--- config.mk ---
export PLATFORM = sky130hd
export DESIGN_NAME = sticky_status_irq
export DESIGN_NICKNAME = d
export VERILOG_FILES = /design/src/rtl/sic_pkg.sv /design/src/rtl/sic_reg_decode.sv /design/src/rtl/sic_cfg_regs.sv /design/src/rtl/sic_status_core.sv /design/src/rtl/sticky_status_irq.sv
export SDC_FILE = /design/constraint.sdc
export NUM_CORES = 1
export LEC_CHECK = 0
export BUFFER_PORTS_ARGS = -buffer_cell sky130_fd_sc_hd__buf_2
export CAP_MARGIN = 20
export CORE_UTILIZATION = 42
export DETAILED_ROUTE_END_ITERATION = 12
export PLACE_DENSITY = 0.71
export REMOVE_ABC_BUFFERS = 1
export SYNTH_ARGS = -nofsm -noshare
export SYNTH_HDL_FRONTEND = slang
export SYNTH_SLANG_ARGS = --single-unit
--- constraint.sdc ---
create_clock -name clk -period 2.05 [get_ports clk]
set_input_delay 0.1025 -clock clk [delete_from_list [all_inputs] [get_ports clk]]
set_output_delay 0.1025 -clock clk [all_outputs]
set_load 0.02 [all_outputs]
--- src/rtl/sic_pkg.sv ---
`timescale 1ns/1ps
package sic_pkg;

    localparam int REG_W     = 16;
    localparam int READY_LSB = 0;
    localparam int ERR_LSB   = 8;

    typedef enum logic [1:0] {
        SEL_NONE,
        SEL_STATUS,
        SEL_MASK,
        SEL_CTRL
    } reg_sel_e;

    typedef struct packed {
        logic mode_clr;  // sleep, shutdown or software reset
        logic rd_clr;    // status word read
        logic msb_clr;   // channel data-MSB read
    } clr_t;

    // Bit positions in the status/mask words that carry a flag.
    function automatic logic [REG_W-1:0] flag_bits(input int nch, input int nerr);
        logic [REG_W-1:0] v;
        v = '0;
        for (int i = 0; i < nch; i++) v[READY_LSB + i] = 1'b1;
        for (int j = 0; j < nerr; j++) v[ERR_LSB + j] = 1'b1;
        return v;
    endfunction

endpackage

--- src/rtl/sic_reg_decode.sv ---
`timescale 1ns/1ps
module sic_reg_decode
    import sic_pkg::*;
#(
    parameter int ADDR_W       = 8,
    parameter int STATUS_ADDR  = 'h18,
    parameter int MASK_ADDR    = 'h19,
    parameter int CTRL_ADDR    = 'h1A
) (
    input  logic [ADDR_W-1:0] addr,
    input  logic              wr,
    input  logic              rd,
    output reg_sel_e          sel,
    output logic              wr_mask,
    output logic              wr_ctrl,
    output logic              rd_status
);

    localparam logic [ADDR_W-1:0] A_STATUS = ADDR_W'(STATUS_ADDR);
    localparam logic [ADDR_W-1:0] A_MASK   = ADDR_W'(MASK_ADDR);
    localparam logic [ADDR_W-1:0] A_CTRL   = ADDR_W'(CTRL_ADDR);

    always_comb begin
        sel = SEL_NONE;
        if (addr == A_STATUS)    sel = SEL_STATUS;
        else if (addr == A_MASK) sel = SEL_MASK;
        else if (addr == A_CTRL) sel = SEL_CTRL;
        wr_mask   = wr && (sel == SEL_MASK);
        wr_ctrl   = wr && (sel == SEL_CTRL);
        rd_status = rd && (sel == SEL_STATUS);
    end

endmodule

--- src/rtl/sic_cfg_regs.sv ---
`timescale 1ns/1ps
module sic_cfg_regs
    import sic_pkg::*;
#(
    parameter int NUM_CH  = 4,
    parameter int NUM_ERR = 4
) (
    input  logic             clk,
    input  logic             rst_n,
    input  logic             sw_reset,
    input  logic             wr_mask,
    input  logic             wr_ctrl,
    input  logic [REG_W-1:0] wdata,
    output logic [REG_W-1:0] mask,
    output logic             irq_dis
);

    localparam logic [REG_W-1:0] FLAGS = flag_bits(NUM_CH, NUM_ERR);

    typedef struct packed {
        logic [REG_W-1:0] mask;
        logic             dis;
    } cfg_t;

    cfg_t cfg_d, cfg_q;

    always_comb begin
        cfg_d = cfg_q;
        if (sw_reset) begin
            cfg_d = '0;
        end else begin
            if (wr_mask) cfg_d.mask = wdata & FLAGS;
            if (wr_ctrl) cfg_d.dis  = wdata[0];
        end
    end

    always_ff @(posedge clk or negedge rst_n) begin
        if (!rst_n) cfg_q <= '0;
        else        cfg_q <= cfg_d;
    end

    assign mask    = cfg_q.mask;
    assign irq_dis = cfg_q.dis;

endmodule

--- src/rtl/sic_status_core.sv ---
`timescale 1ns/1ps
module sic_status_core
    import sic_pkg::*;
#(
    parameter int NUM_CH  = 4,
    parameter int NUM_ERR = 4,
    parameter int CHW     = $clog2(NUM_CH)
) (
    input  logic               clk,
    input  logic               rst_n,
    input  logic [NUM_CH-1:0]  ready_pulse,
    input  logic [NUM_ERR-1:0] err_pulse,
    input  logic [CHW-1:0]     err_chan_in,
    input  clr_t               clr,
    input  logic [REG_W-1:0]   mask,
    output logic [REG_W-1:0]   status,
    output logic               hold,
    output logic               irq
);

    typedef struct packed {
        logic [NUM_ERR-1:0] err;
        logic [NUM_CH-1:0]  rdy;
        logic [CHW-1:0]     chan;
        logic               hold;
        logic               irq;
    } st_t;

    st_t st_d, st_q;

    logic               any_pulse;
    logic               hit_mask;
    logic [NUM_CH-1:0]  rdy_en;
    logic [NUM_ERR-1:0] err_en;

    // Per-flag enable taken from the mask word at the flag's own position.
    for (genvar k = 0; k < NUM_CH; k++) begin : g_rdy_en
        assign rdy_en[k] = mask[READY_LSB + k];
    end
    for (genvar j = 0; j < NUM_ERR; j++) begin : g_err_en
        assign err_en[j] = mask[ERR_LSB + j];
    end

    always_comb begin
        any_pulse = (|ready_pulse) || (|err_pulse);
        hit_mask  = (|(ready_pulse & rdy_en)) || (|(err_pulse & err_en));
        st_d      = st_q;
        if (clr.mode_clr || clr.rd_clr) begin
            st_d = '0;
        end else if (clr.msb_clr) begin
            st_d.rdy  = '0;
            st_d.hold = 1'b0;
            st_d.irq  = 1'b0;
        end else if (!st_q.hold && any_pulse) begin
            st_d.rdy  = st_q.rdy | ready_pulse;
            st_d.err  = st_q.err | err_pulse;
            if ((|err_pulse) && !(|st_q.err)) st_d.chan = err_chan_in;
            st_d.hold = 1'b1;
            st_d.irq  = hit_mask;
        end
    end

    always_ff @(posedge clk or negedge rst_n) begin
        if (!rst_n) st_q <= '0;
        else        st_q <= st_d;
    end

    always_comb begin
        status = '0;
        status[READY_LSB +: NUM_CH] = st_q.rdy;
        status[ERR_LSB +: NUM_ERR]  = st_q.err;
        status[REG_W-1 -: CHW]      = st_q.chan;
    end

    assign hold = st_q.hold;
    assign irq  = st_q.irq;

endmodule

--- src/rtl/sticky_status_irq.sv ---
`timescale 1ns/1ps
module sticky_status_irq
    import sic_pkg::*;
#(
    parameter int NUM_CH      = 4,
    parameter int NUM_ERR     = 4,
    parameter int ADDR_W      = 8,
    parameter int STATUS_ADDR = 'h18,
    parameter int MASK_ADDR   = 'h19,
    parameter int CTRL_ADDR   = 'h1A,
    parameter int CHW         = $clog2(NUM_CH)
) (
    input  logic               clk,
    input  logic               rst_n,
    input  logic [ADDR_W-1:0]  reg_addr,
    input  logic [15:0]        reg_wdata,
    input  logic               reg_wr,
    input  logic               reg_rd,
    output logic [15:0]        reg_rdata,
    input  logic [NUM_CH-1:0]  ready_pulse,
    input  logic [NUM_ERR-1:0] err_pulse,
    input  logic [CHW-1:0]     err_chan_in,
    input  logic               sleep_enter,
    input  logic               shutdown,
    input  logic               sw_reset,
    input  logic               data_msb_rd,
    output logic               irq_n
);

    reg_sel_e         sel;
    logic             wr_mask;
    logic             wr_ctrl;
    logic             rd_status;
    logic [REG_W-1:0] mask;
    logic             irq_dis;
    logic [REG_W-1:0] status;
    logic             hold;
    logic             irq;
    clr_t             clr;

    sic_reg_decode #(
        .ADDR_W      (ADDR_W),
        .STATUS_ADDR (STATUS_ADDR),
        .MASK_ADDR   (MASK_ADDR),
        .CTRL_ADDR   (CTRL_ADDR)
    ) u_dec (
        .addr      (reg_addr),
        .wr        (reg_wr),
        .rd        (reg_rd),
        .sel       (sel),
        .wr_mask   (wr_mask),
        .wr_ctrl   (wr_ctrl),
        .rd_status (rd_status)
    );

    sic_cfg_regs #(
        .NUM_CH  (NUM_CH),
        .NUM_ERR (NUM_ERR)
    ) u_cfg (
        .clk      (clk),
        .rst_n    (rst_n),
        .sw_reset (sw_reset),
        .wr_mask  (wr_mask),
        .wr_ctrl  (wr_ctrl),
        .wdata    (reg_wdata),
        .mask     (mask),
        .irq_dis  (irq_dis)
    );

    always_comb begin
        clr.mode_clr = sleep_enter || shutdown || sw_reset;
        clr.rd_clr   = rd_status;
        clr.msb_clr  = data_msb_rd;
    end

    sic_status_core #(
        .NUM_CH  (NUM_CH),
        .NUM_ERR (NUM_ERR),
        .CHW     (CHW)
    ) u_core (
        .clk         (clk),
        .rst_n       (rst_n),
        .ready_pulse (ready_pulse),
        .err_pulse   (err_pulse),
        .err_chan_in (err_chan_in),
        .clr         (clr),
        .mask        (mask),
        .status      (status),
        .hold        (hold),
        .irq         (irq)
    );

    // Read data path
    logic [REG_W-1:0] rdata_d, rdata_q;

    always_comb begin
        rdata_d = rdata_q;
        if (reg_rd) begin
            unique case (sel)
                SEL_STATUS: rdata_d = status;
                SEL_MASK:   rdata_d = mask;
                SEL_CTRL:   rdata_d = {{(REG_W-1){1'b0}}, irq_dis};
                default:    rdata_d = '0;
            endcase
        end
    end

    always_ff @(posedge clk or negedge rst_n) begin
        if (!rst_n) rdata_q <= '0;
        else        rdata_q <= rdata_d;
    end

    assign reg_rdata = rdata_q;
    assign irq_n     = !(irq && !irq_dis);

endmodule

==> results.ini <==
[run_status]
status = finished clean

[place]
place_ws_ns = 0.397
numPortBuffers = 44
hpwl_um = 2540
globalplace.congestion = 0.893

[setup_path]
worstPathRequired_ns = 2.29
slowest_stage = a2111o_1
start_kind = input pin
arrival_ns = 1.55
crit_type = in -> reg
worstPathCellList = buf_2 -> and4bb_4 -> and3b_4 -> a2111o_1 -> a311oi_1
end_kind = flip-flop
crit_path_max_incr_delay_ns = 0.58
worst-path-max-fanout = 12

[timing]
setup_viol = 0
timing.final.crit_period_ns = 1.31
slew_headroom = 0.547
rsz0062_at_grt = false
hold_violations = 0
fin_skew_ns = 0.00779
maxSlewViolCount = 0
period_share = 0.638
timing.final.ws_setup_ns = 0.742
max_freq_mhz = 765
fin_setup_tns_ns = 0
tightest_slew_ns = 0.680

[cts]
cts_tree = built
root_buffer = clkbuf_4
clock-sinks = 31
clkLatencyLatePin_ns = 0.34
cts_resized = 0
postCtsSetupBuffers = 0
cts_made_buffers = 5
htree_levels = 2
clockBufferDepth = 2
cts.clk_slew.worst_paths_ns = 0.10

[synthesis]
synth_top_area_share = 0.520
synth_seq_area_share = 0.520
yosysWarningCount = 0
synthTopCellsByCount = dfrtp_1 (31), mux2i_1 (20), nor2_1 (18), inv_1 (11), a21oi_1 (10)
synth-seq-cells = 31
synth_area_um2 = 1490
synth_ff_type = dfrtp_1
synthArstFlopShare = 1.00
syn_avg_cell_area_um2 = 10.7
synthDistinctLibCells = 29
synth_most_common_cell = dfrtp_1
synth_area_leaders = dfrtp_1 (52%), mux2i_1 (13%), nor2_1 (4.5%), a21oi_1 (3.4%), o22ai_1 (3.4%)
syn_inst = 139
synth_edf_count = 0
synth_top_area_cell = dfrtp_1

[floorplanning]
initial_core_util = 0.444
pin_count = 59
row_count = 21
dieArea_um2 = 3800
core_area_um2 = 3360
die_height_um = 61.6
die_w_um = 61.6

[global_route]
grtUsageTotal = 0.194
grt-ovfl-total = 0
grt_pass1_wl_um = 5140
grt_pass1_vias = 1079
antenna_found_initial = 0
grt_max_degree = 32

[pwr]
peakVddDrop_mv = 0.394
cellPowerDensity_nw_per_um2 = 598
pwr-share-clk = 0.320
pwr-share-comb = 0.106
swShare = 0.269
p_sw_w = 0.000290
p_leak_nw = 0.945
p_int_w = 0.000787
finalPower_w = 0.00108
p_seq_frac = 0.574

[drt]
drtIter0Drc = 36
via_per_inst = 5.13
wl_per_cell_um = 13.9
drc = 0
finalWirelength_um = 3260
drt_pass1_iterations = 4
drtAntennaViolNets = 0
routed-via-count = 1205

[cells_and_area]
fillers = 331
drive_gt1_frac = 0.317
area_growth_pct = 20.6
antenna-diode-count = 0
finalCoreUtilization = 0.535
fin_nets = 230

[worst_hold_path]
hold_path.class = in -> reg

[run]
maxCapViolations = 0

## through the flow
step	hold WS [ns]	instance area, um^2	cells
CTS	0.00490	1800	235
finish	0.00832	1800	235
detailed placement	0.183	1730	225
global route	0.00254	1800	235
global placement	0.172	1730	225
floorplan	-0.193	1440	134
## worst max-delay path, delay by kind of cell
kind	cells	cell delay (ns)
AOI/OAI and AO/OA	2	0.92
and+or+nand+nor	2	0.42
buffers and inverters	1	0.10
## state kept, by name, summed over array words and instances (netlist names)
register,cells
reg_rdata,10
u_core.irq,1
u_core.status,10
u_cfg.mask,8
u_cfg.irq_dis,1
u_core.hold,1
## power by group through the flow
stage / Clock, W / Sequential (W) / Combinational [W]
floorplan: 0 / 0.000630 / 0.0000435
global placement: 0 / 0.000630 / 0.000110
detailed placement: 0 / 0.000630 / 0.000112
CTS: 0.000355 / 0.000618 / 0.000115
global route: 0.000384 / 0.000619 / 0.000126
finish: 0.000345 / 0.000618 / 0.000114
## cells by family after synthesis
group | Yosys count | share of synthesized area
AO/OA/AOI/OAI | 26 | 0.107
flip-flops | 31 | 0.520
multiplexers | 20 | 0.134
other | 1 | 0.00251
AND/OR/NAND/NOR | 40 | 0.163
buffers and inverters | 21 | 0.0738
## layout by cell type, fill, tap and decap left out
cell,n
and3b_4,1
clkinv_2,3
nand2b_1,1
a22oi_1,4
dfrtp_1,31
buf_4,1
nor3_2,3
mux2i_1,20
and4bb_4,1
o22ai_1,8
nor2b_1,3
clkbuf_4,5
nor3_1,1
dlygate4sd3_1,2
nand3_1,3
nand4_1,2
a311oi_1,1
o21ai_0,2
inv_1,11
nand3b_1,1
conb_1,6
a2111o_1,1
nor3_4,1
a21oi_1,10
nand2_1,1
nor4_1,3
nand4_2,1
buf_2,44
nor2_1,18
## layer usage
metal  vias to the layer above  share of wire  global-route usage
li1                        577              -                   -
met5                         -              0                   0
met3                         5          0.055              0.0588
met1                       583           0.43               0.264
met2                        40           0.50               0.301
met4                         0          0.010              0.0571
## final timing paths
kind	cells after the start	from	slack (ns)	to
max	5	reg_addr[3]	0.74	u_core.hold
min	3	reg_wdata[10]	0.008	u_cfg.mask[10]
max reg2reg	4	u_core.status[9]	0.82	u_core.status[15]
min reg2reg	2	u_core.status[14]	0.53	reg_rdata[14]
max in group asynchronous	2	rst_n	1.28	u_core.status[2]
min in group asynchronous	2	rst_n	0.33	u_core.status[11]
## area by class of cell
type | instances | area [um^2] | share of cell area
Sequential cell | 31 | 776 | 0.431
Timing Repair Buffer | 47 | 248 | 0.138
Clock inverter | 3 | 15.0 | 0.00834
Clock buffer | 5 | 37.5 | 0.0208
Inverter | 11 | 41.3 | 0.0229
Multi-Input combinational cell | 92 | 626 | 0.347
Tap cell | 46 | 57.6 | 0.0320
## what timing repair did
item,4_1_cts,5_1_grt
endpoints found under the setup margin,0,0
endpoints found under the hold margin,32,0
hold buffers,2,0
Power figures use the tool's default switching activity.
